$ cat config.mk
export PLATFORM = sky130hd
export DESIGN_NAME = cfgload_serial
export DESIGN_NICKNAME = d
export VERILOG_FILES = /design/src/rtl/cfgld_pkg.sv /design/src/rtl/cfgld_tmo.sv /design/src/rtl/cfgld_halfcnt.sv /design/src/rtl/cfgld_shreg.sv /design/src/rtl/cfgload_serial.sv
export SDC_FILE = /design/constraint.sdc
export NUM_CORES = 1
export LEC_CHECK = 0
export BUFFER_PORTS_ARGS = -buffer_cell sky130_fd_sc_hd__buf_4
export CAP_MARGIN = 20
export CORE_ASPECT_RATIO = 0.75
export CORE_MARGIN = 1.5
export CORE_UTILIZATION = 39
export CTS_CLUSTER_SIZE = 40
export DETAILED_ROUTE_END_ITERATION = 10
export MAX_ROUTING_LAYER = met4
export PLACE_DENSITY_LB_ADDON = 0.25
export SYNTH_ARGS = -nofsm -noshare
export SYNTH_HDL_FRONTEND = slang
export SYNTH_SLANG_ARGS = --single-unit
$ cat constraint.sdc
create_clock -name clk -period 5.4 [get_ports clk]
set_clock_uncertainty 0.05 [all_clocks]
set_input_delay 0.54 -clock clk [delete_from_list [all_inputs] [get_ports clk]]
set_output_delay 0.54 -clock clk [all_outputs]
set_load 0.03 [all_outputs]
$ cat src/rtl/cfgld_pkg.sv
package cfgld_pkg;
   localparam int BYTE_W = 8;

   typedef enum logic [1:0] {
      RES_OK       = 2'b00,
      RES_INIT_TMO = 2'b01,
      RES_DONE_TMO = 2'b10,
      RES_CRC      = 2'b11
   } cfgld_res_e;

   typedef enum logic [2:0] {
      S_IDLE,
      S_PROG,
      S_WAKE,
      S_FETCH,
      S_SHIFT,
      S_TRAIL,
      S_FIN
   } cfgld_st_e;
endpackage

$ cat src/rtl/cfgld_tmo.sv
module cfgld_tmo #(
   parameter int LIMIT = 1000
) (
   input  logic clk,
   input  logic rst_n,
   input  logic clr_i,
   input  logic run_i,
   output logic exp_o
);
   localparam int TW = $clog2(LIMIT + 1);

   generate
      if (LIMIT < 1) begin : g_bad_limit
         $error("cfgld_tmo: LIMIT must be at least 1");
      end
   endgenerate

   logic [TW-1:0] cnt;

   assign exp_o = (cnt == TW'(LIMIT));

   always_ff @(posedge clk or negedge rst_n) begin
      if (!rst_n)                cnt <= '0;
      else if (clr_i)            cnt <= '0;
      else if (run_i && !exp_o)  cnt <= cnt + 1'b1;
   end

   // once expired the timer stays expired until cleared
   p_tmo_hold_r9: assert property (@(posedge clk) disable iff (!rst_n)
      (exp_o && !clr_i) |=> exp_o);
endmodule

$ cat src/rtl/cfgld_halfcnt.sv
module cfgld_halfcnt #(
   parameter int HALF = 4
) (
   input  logic clk,
   input  logic rst_n,
   input  logic clr_i,
   input  logic en_i,
   output logic tick_o,
   output logic first_o
);
   localparam int CW = (HALF > 1) ? $clog2(HALF) : 1;

   generate
      if (HALF < 2) begin : g_bad_half
         $error("cfgld_halfcnt: HALF must be at least 2");
      end
   endgenerate

   logic [CW-1:0] cnt;

   assign tick_o  = en_i && (cnt == CW'(HALF - 1));
   assign first_o = (cnt == '0);

   always_ff @(posedge clk or negedge rst_n) begin
      if (!rst_n)       cnt <= '0;
      else if (clr_i)   cnt <= '0;
      else if (en_i)    cnt <= tick_o ? '0 : cnt + 1'b1;
   end

   // a phase end restarts the count of the next phase
   p_restart_r5: assert property (@(posedge clk) disable iff (!rst_n)
      tick_o |=> first_o);
endmodule

$ cat src/rtl/cfgld_shreg.sv
module cfgld_shreg #(
   parameter int W = 8
) (
   input  logic         clk,
   input  logic         rst_n,
   input  logic         load_i,
   input  logic [W-1:0] data_i,
   input  logic         shift_i,
   output logic         msb_o,
   output logic         last_o
);
   localparam int IW = (W > 1) ? $clog2(W) : 1;

   generate
      if (W < 2) begin : g_bad_w
         $error("cfgld_shreg: W must be at least 2");
      end
   endgenerate

   logic [W-1:0]  sh;
   logic [IW-1:0] idx;

   assign msb_o  = sh[W-1];
   assign last_o = (idx == IW'(W - 1));

   always_ff @(posedge clk or negedge rst_n) begin
      if (!rst_n) begin
         sh  <= '0;
         idx <= '0;
      end else if (load_i) begin
         sh  <= data_i;
         idx <= '0;
      end else if (shift_i) begin
         sh  <= {sh[W-2:0], 1'b0};
         idx <= last_o ? '0 : idx + 1'b1;
      end
   end

   // a shift never coincides with a load
   p_no_clash_r4: assert property (@(posedge clk) disable iff (!rst_n)
      !(load_i && shift_i));
endmodule

$ cat src/rtl/cfgload_serial.sv
module cfgload_serial
   import cfgld_pkg::*;
#(
   parameter int HALF_CYC    = 4,
   parameter int TIMEOUT_CYC = 1_000_000
) (
   input  logic              clk,
   input  logic              rst_n,
   input  logic              start_i,
   input  logic              s_valid_i,
   input  logic [BYTE_W-1:0] s_data_i,
   input  logic              s_last_i,
   output logic              s_ready_o,
   input  logic              init_n_i,
   input  logic              done_i,
   output logic              prog_o,
   output logic              cclk_o,
   output logic              dout_o,
   output logic              busy_o,
   output logic              fin_o,
   output logic [1:0]        status_o
);
   cfgld_st_e  st, st_nxt;
   cfgld_res_e res_q, res_nxt;
   logic       cclk_q, dout_q, last_q;
   logic       tmo_exp, tick, first;
   logic       msb, last_bit;
   logic       crc_err, accept, shift_now, leave;

   assign crc_err   = (st == S_FETCH) && !done_i && !init_n_i;
   assign s_ready_o = (st == S_FETCH) && !crc_err;
   assign accept    = s_ready_o && s_valid_i;
   assign shift_now = (st == S_SHIFT) && tick && cclk_q;
   assign leave     = (st_nxt != st);

   always_comb begin
      st_nxt  = st;
      res_nxt = res_q;
      unique case (st)
         S_IDLE:  if (start_i) st_nxt = S_PROG;
         S_PROG: begin
            if (!init_n_i)    st_nxt = S_WAKE;
            else if (tmo_exp) begin st_nxt = S_FIN; res_nxt = RES_INIT_TMO; end
         end
         S_WAKE: begin
            if (init_n_i)     st_nxt = S_FETCH;
            else if (tmo_exp) begin st_nxt = S_FIN; res_nxt = RES_INIT_TMO; end
         end
         S_FETCH: begin
            if (crc_err)      begin st_nxt = S_FIN; res_nxt = RES_CRC; end
            else if (accept)  st_nxt = S_SHIFT;
         end
         S_SHIFT: if (shift_now && last_bit) st_nxt = last_q ? S_TRAIL : S_FETCH;
         S_TRAIL: begin
            if (done_i)       begin st_nxt = S_FIN; res_nxt = RES_OK; end
            else if (tmo_exp) begin st_nxt = S_FIN; res_nxt = RES_DONE_TMO; end
         end
         S_FIN:   st_nxt = S_IDLE;
         default: st_nxt = S_IDLE;
      endcase
   end

   cfgld_tmo #(.LIMIT(TIMEOUT_CYC)) u_tmo (
      .clk   (clk),
      .rst_n (rst_n),
      .clr_i (leave),
      .run_i ((st == S_PROG) || (st == S_WAKE) || (st == S_TRAIL)),
      .exp_o (tmo_exp)
   );

   cfgld_halfcnt #(.HALF(HALF_CYC)) u_half (
      .clk     (clk),
      .rst_n   (rst_n),
      .clr_i   (leave),
      .en_i    ((st == S_SHIFT) || (st == S_TRAIL)),
      .tick_o  (tick),
      .first_o (first)
   );

   cfgld_shreg #(.W(BYTE_W)) u_sh (
      .clk     (clk),
      .rst_n   (rst_n),
      .load_i  (accept),
      .data_i  (s_data_i),
      .shift_i (shift_now),
      .msb_o   (msb),
      .last_o  (last_bit)
   );

   always_ff @(posedge clk or negedge rst_n) begin
      if (!rst_n) begin
         st     <= S_IDLE;
         res_q  <= RES_OK;
         cclk_q <= 1'b0;
         dout_q <= 1'b0;
         last_q <= 1'b0;
      end else begin
         st    <= st_nxt;
         res_q <= res_nxt;
         if (accept) last_q <= s_last_i;
         unique case (st)
            S_FETCH: if (accept) cclk_q <= 1'b0;
            S_SHIFT: begin
               if (!cclk_q && first) dout_q <= msb;
               if (tick) begin
                  if (!(cclk_q && last_bit)) cclk_q <= !cclk_q;
                  else if (last_q)           cclk_q <= 1'b0;
               end
            end
            S_TRAIL: begin
               dout_q <= 1'b1;
               if (tick && !done_i) cclk_q <= !cclk_q;
            end
            S_IDLE, S_FIN: begin
               cclk_q <= 1'b0;
               dout_q <= 1'b0;
            end
            default: ;
         endcase
      end
   end

   assign prog_o   = (st == S_PROG);
   assign cclk_o   = cclk_q;
   assign dout_o   = dout_q;
   assign busy_o   = (st != S_IDLE);
   assign fin_o    = (st == S_FIN);
   assign status_o = res_q;

   // during the program pulse nothing else moves
   p_prog_quiet_r2: assert property (@(posedge clk) disable iff (!rst_n)
      prog_o |-> (!cclk_o && !s_ready_o));
   // data is settled before each rising clock edge
   p_setup_r5: assert property (@(posedge clk) disable iff (!rst_n)
      $rose(cclk_o) |-> $stable(dout_o));
   // a handshake is followed by shifting, not another fetch
   p_one_byte_r6: assert property (@(posedge clk) disable iff (!rst_n)
      (s_ready_o && s_valid_i) |=> !s_ready_o);
   // an error seen while fetching ends the load with code 11
   p_crc_stop_r7: assert property (@(posedge clk) disable iff (!rst_n)
      ((st == S_FETCH) && !done_i && !init_n_i) |=> (fin_o && status_o == RES_CRC));
   // trailing data line stays high
   p_trail_high_r8: assert property (@(posedge clk) disable iff (!rst_n)
      ((st == S_TRAIL) && ($past(st) == S_TRAIL)) |-> dout_o);
   // completion is a single-cycle pulse followed by idle
   p_fin_pulse_r10: assert property (@(posedge clk) disable iff (!rst_n)
      fin_o |=> (!fin_o && !busy_o));
endmodule

==> impl_metrics.ini <==
[floorplan]
core_area_um2 = 5860
row_count = 24
die_height_um = 70.6
die-area_um2 = 6570
die_w_um = 93.1
io_pins = 23
initial_utilization_pct = 40.5

[placement]
place_inst = 352
place.port_buffers = 22
place_area_um2 = 2560
gp_congestion = 0.835
dp_hpwl_um = 3290

[power_and_ir_drop]
clkPwrFrac_pct = 21.6
power.switching_uw = 452
power.share.switching_pct = 40.5
power_per_cell_area_nw_per_um2 = 418
intPower_uw = 663
comb_power_share_pct = 37.1
leakage_nw = 1.12
ir_drop_uv = 170
p_seq_share_pct = 41.3

[final_layout]
finalNetCount = 302
multi_input_area_um2 = 1220
area_growth_pct = 12.3
instances_no_fill = 359
fin_area_um2 = 2670
fillers = 587
utilization_pct = 45.5
n_antenna_cell = 0
regArea_um2 = 1030
drive_gt1_share_pct = 14.6

[sta]
period_share_pct = 48.8
hold_viol_final = 0
slew_headroom_pct = 38.5
final_max_slew_viol_count = 0
hold_ws_ps = 173
worst_pin_slew_ps = 920
setup_tns_ps = 0
min_period_ps = 2630
rsz0062_at_grt = no
final-setup-viol-count = 0
fmaxAchievable_mhz = 380

[global_routing]
overflow = 0
antenna_found_initial = 0
grt_max_degree = 42
grt_pass1_vias = 1797
grt_first_pass_wirelength_um = 8450
grt_usage_pct = 16.5

[clocking]
cts_buffers = 5
cts.clk_slew.worst_paths_ps = 80
cts_sinks = 41
tritoncts = built
cts-root-buf = clkbuf_8
ctsHoldBuffers = 0
cts_resized = 0
cts_setup_buffers = 0
clk-insertion-delay-late_ps = 290
cts_buffer_depth = 2
htreeDepth = 2

[critical_path]
startpoint_type = flip-flop
critical_path.endpoint_type = flip-flop
crit_path_max_fanout = 22
cp.arrival_ps = 2720
path_class = flip-flop to flip-flop
timing.critical_path.required_ps = 5490

[logic_synthesis]
netlist.top_cell.by_area = dfrtp_1
synth_edf_count = 0
synth_warnings = 0
synth_area_leaders = dfrtp_1 43%, nor2_1 6.8%, xnor2_1 6.6%
async_reset_ff_share_pct = 100
synth-seq-cells = 41
seq_area_frac_synth_pct = 43.2
yosys.cell_types.count = 51
syn-instance-count = 264
synth_nets = 285
synth_top_area_share_pct = 43.2
ys.flop_type = dfrtp_1
netlist_area_um2 = 2370
syn_area_per_cell_um2 = 8.99

[routing]
routedWlPerCell_um = 13.6
dr_total_vias = 1865
drc = 0
drt-total-wl_um = 4880
avgViaCountPerCell = 5.19
dr.first_iter.drc_count = 76
antenna_left = 0
drt-pass1-iter-count = 4

[job]
max_cap_violations = 0

[min_path]
holdCritPathClass = primary input to asynchronous set/reset pin

[status]
run_status = complete, no violations
[power by group through the flow]
| stage | sequential (mW) | clock (mW) | combinational (mW) |
|---|---|---|---|
| after detailed placement | 0.465 | 0 | 0.414 |
| after floorplan | 0.441 | 0 | 0.348 |
| after global placement | 0.465 | 0 | 0.410 |
| final | 0.461 | 0.240 | 0.413 |
| after global routing | 0.475 | 0.261 | 0.469 |
| after CTS | 0.460 | 0.246 | 0.418 |
[worst paths after layout]
path / startpoint / to / slack, ps / cells after the start
worst max-delay path: u_tmo.cnt[0] / u_tmo.cnt[10] / 2770 / 8
worst min-delay path: rst_n / u_sh.sh[1] / 170 / 1
worst max register to register: u_tmo.cnt[0] / u_tmo.cnt[10] / 2770 / 8
worst min register to register: u_sh.sh[4] / u_sh.sh[4] / 430 / 2
max in group asynchronous: rst_n / u_tmo.cnt[5] / 4760 / 1
min in group clk: s_data_i[5] / u_sh.sh[5] / 390 / 3
[flip-flops by register name, indices dropped and copies added, names as in the netlist]
name	cells
cclk_o	1
dout_o	1
last_q	1
st	3
status_o	2
u_half.cnt	2
u_sh.idx	3
u_sh.sh	8
u_tmo.cnt	20
[kinds of logic after synthesis]
kind of cell               Yosys count  share of synthesized area [%]
AOI/OAI and AO/OA                   40                           11.4
xor gates and xnor gates            19                           7.01
adders and majority gates            6                           3.16
buffers and inverters               26                           5.48
DFF                                 41                           43.2
muxes                                8                           3.37
and+or+nand+nor                    124                           26.4
[cell usage in the layout, fill, tap and decap left out, types with 6 or more instances in the layout]
cell      n
xnor2_1  18
inv_1    13
mux2i_1   8
nor2_1   43
nand2_1  34
o21ai_0  10
nor3_1    9
nand3_1   8
dfrtp_1  41
a22oi_1   9
buf_4    23
ha_1      6
[cells in the mapped netlist (2+ instances only)]
cell type  count
nor2_1        43
dfrtp_1       41
nand2_1       34
xnor2_1       18
inv_1         13
o21ai_0       10
a22oi_1        9
nor3_1         9
mux2i_1        8
nand3_1        8
ha_1           6
a21oi_1        5
clkbuf_1       5
nor4_1         5
buf_2          3
buf_4          3
nand2b_1       3
nand4_1        3
nor2b_1        2
nor4bb_1       2
o21ai_2        2
o22ai_1        2
o31ai_1        2
[worst max-delay path, stage by stage (launching register included)]
cell,delay [ps]
dfrtp_1,430
inv_1,110
ha_1,140
nor4b_1,230
nand3_1,220
nor2_4,240
a221oi_1,140
o211ai_2,770
nor2_1,120
[layer usage]
metal	share of wire [%]	global-route usage (%)
met5	0	-
met4	1.0	4.21
met1	53	24.3
met2	41	23.0
met3	4.2	3.33
[cell type report]
type / instances / share of cell area, %
Clock buffer: 5 / 2.58
Clock inverter: 2 / 1.31
Multi-Input combinational cell: 197 / 45.7
Inverter: 13 / 1.83
Sequential cell: 41 / 38.5
Tap cell: 78 / 3.66
Timing Repair Buffer: 23 / 6.48
[through the flow]
| stage | total power [mW] | setup slack [ps] |
|---|---|---|
| floorplan | 0.789 | 3050 |
| global route | 1.20 | 2430 |
| detailed placement | 0.879 | 2760 |
| CTS | 1.12 | 2720 |
| global placement | 0.875 | 2870 |
| finish | 1.11 | 2770 |
(Power assumes the default switching activity.)
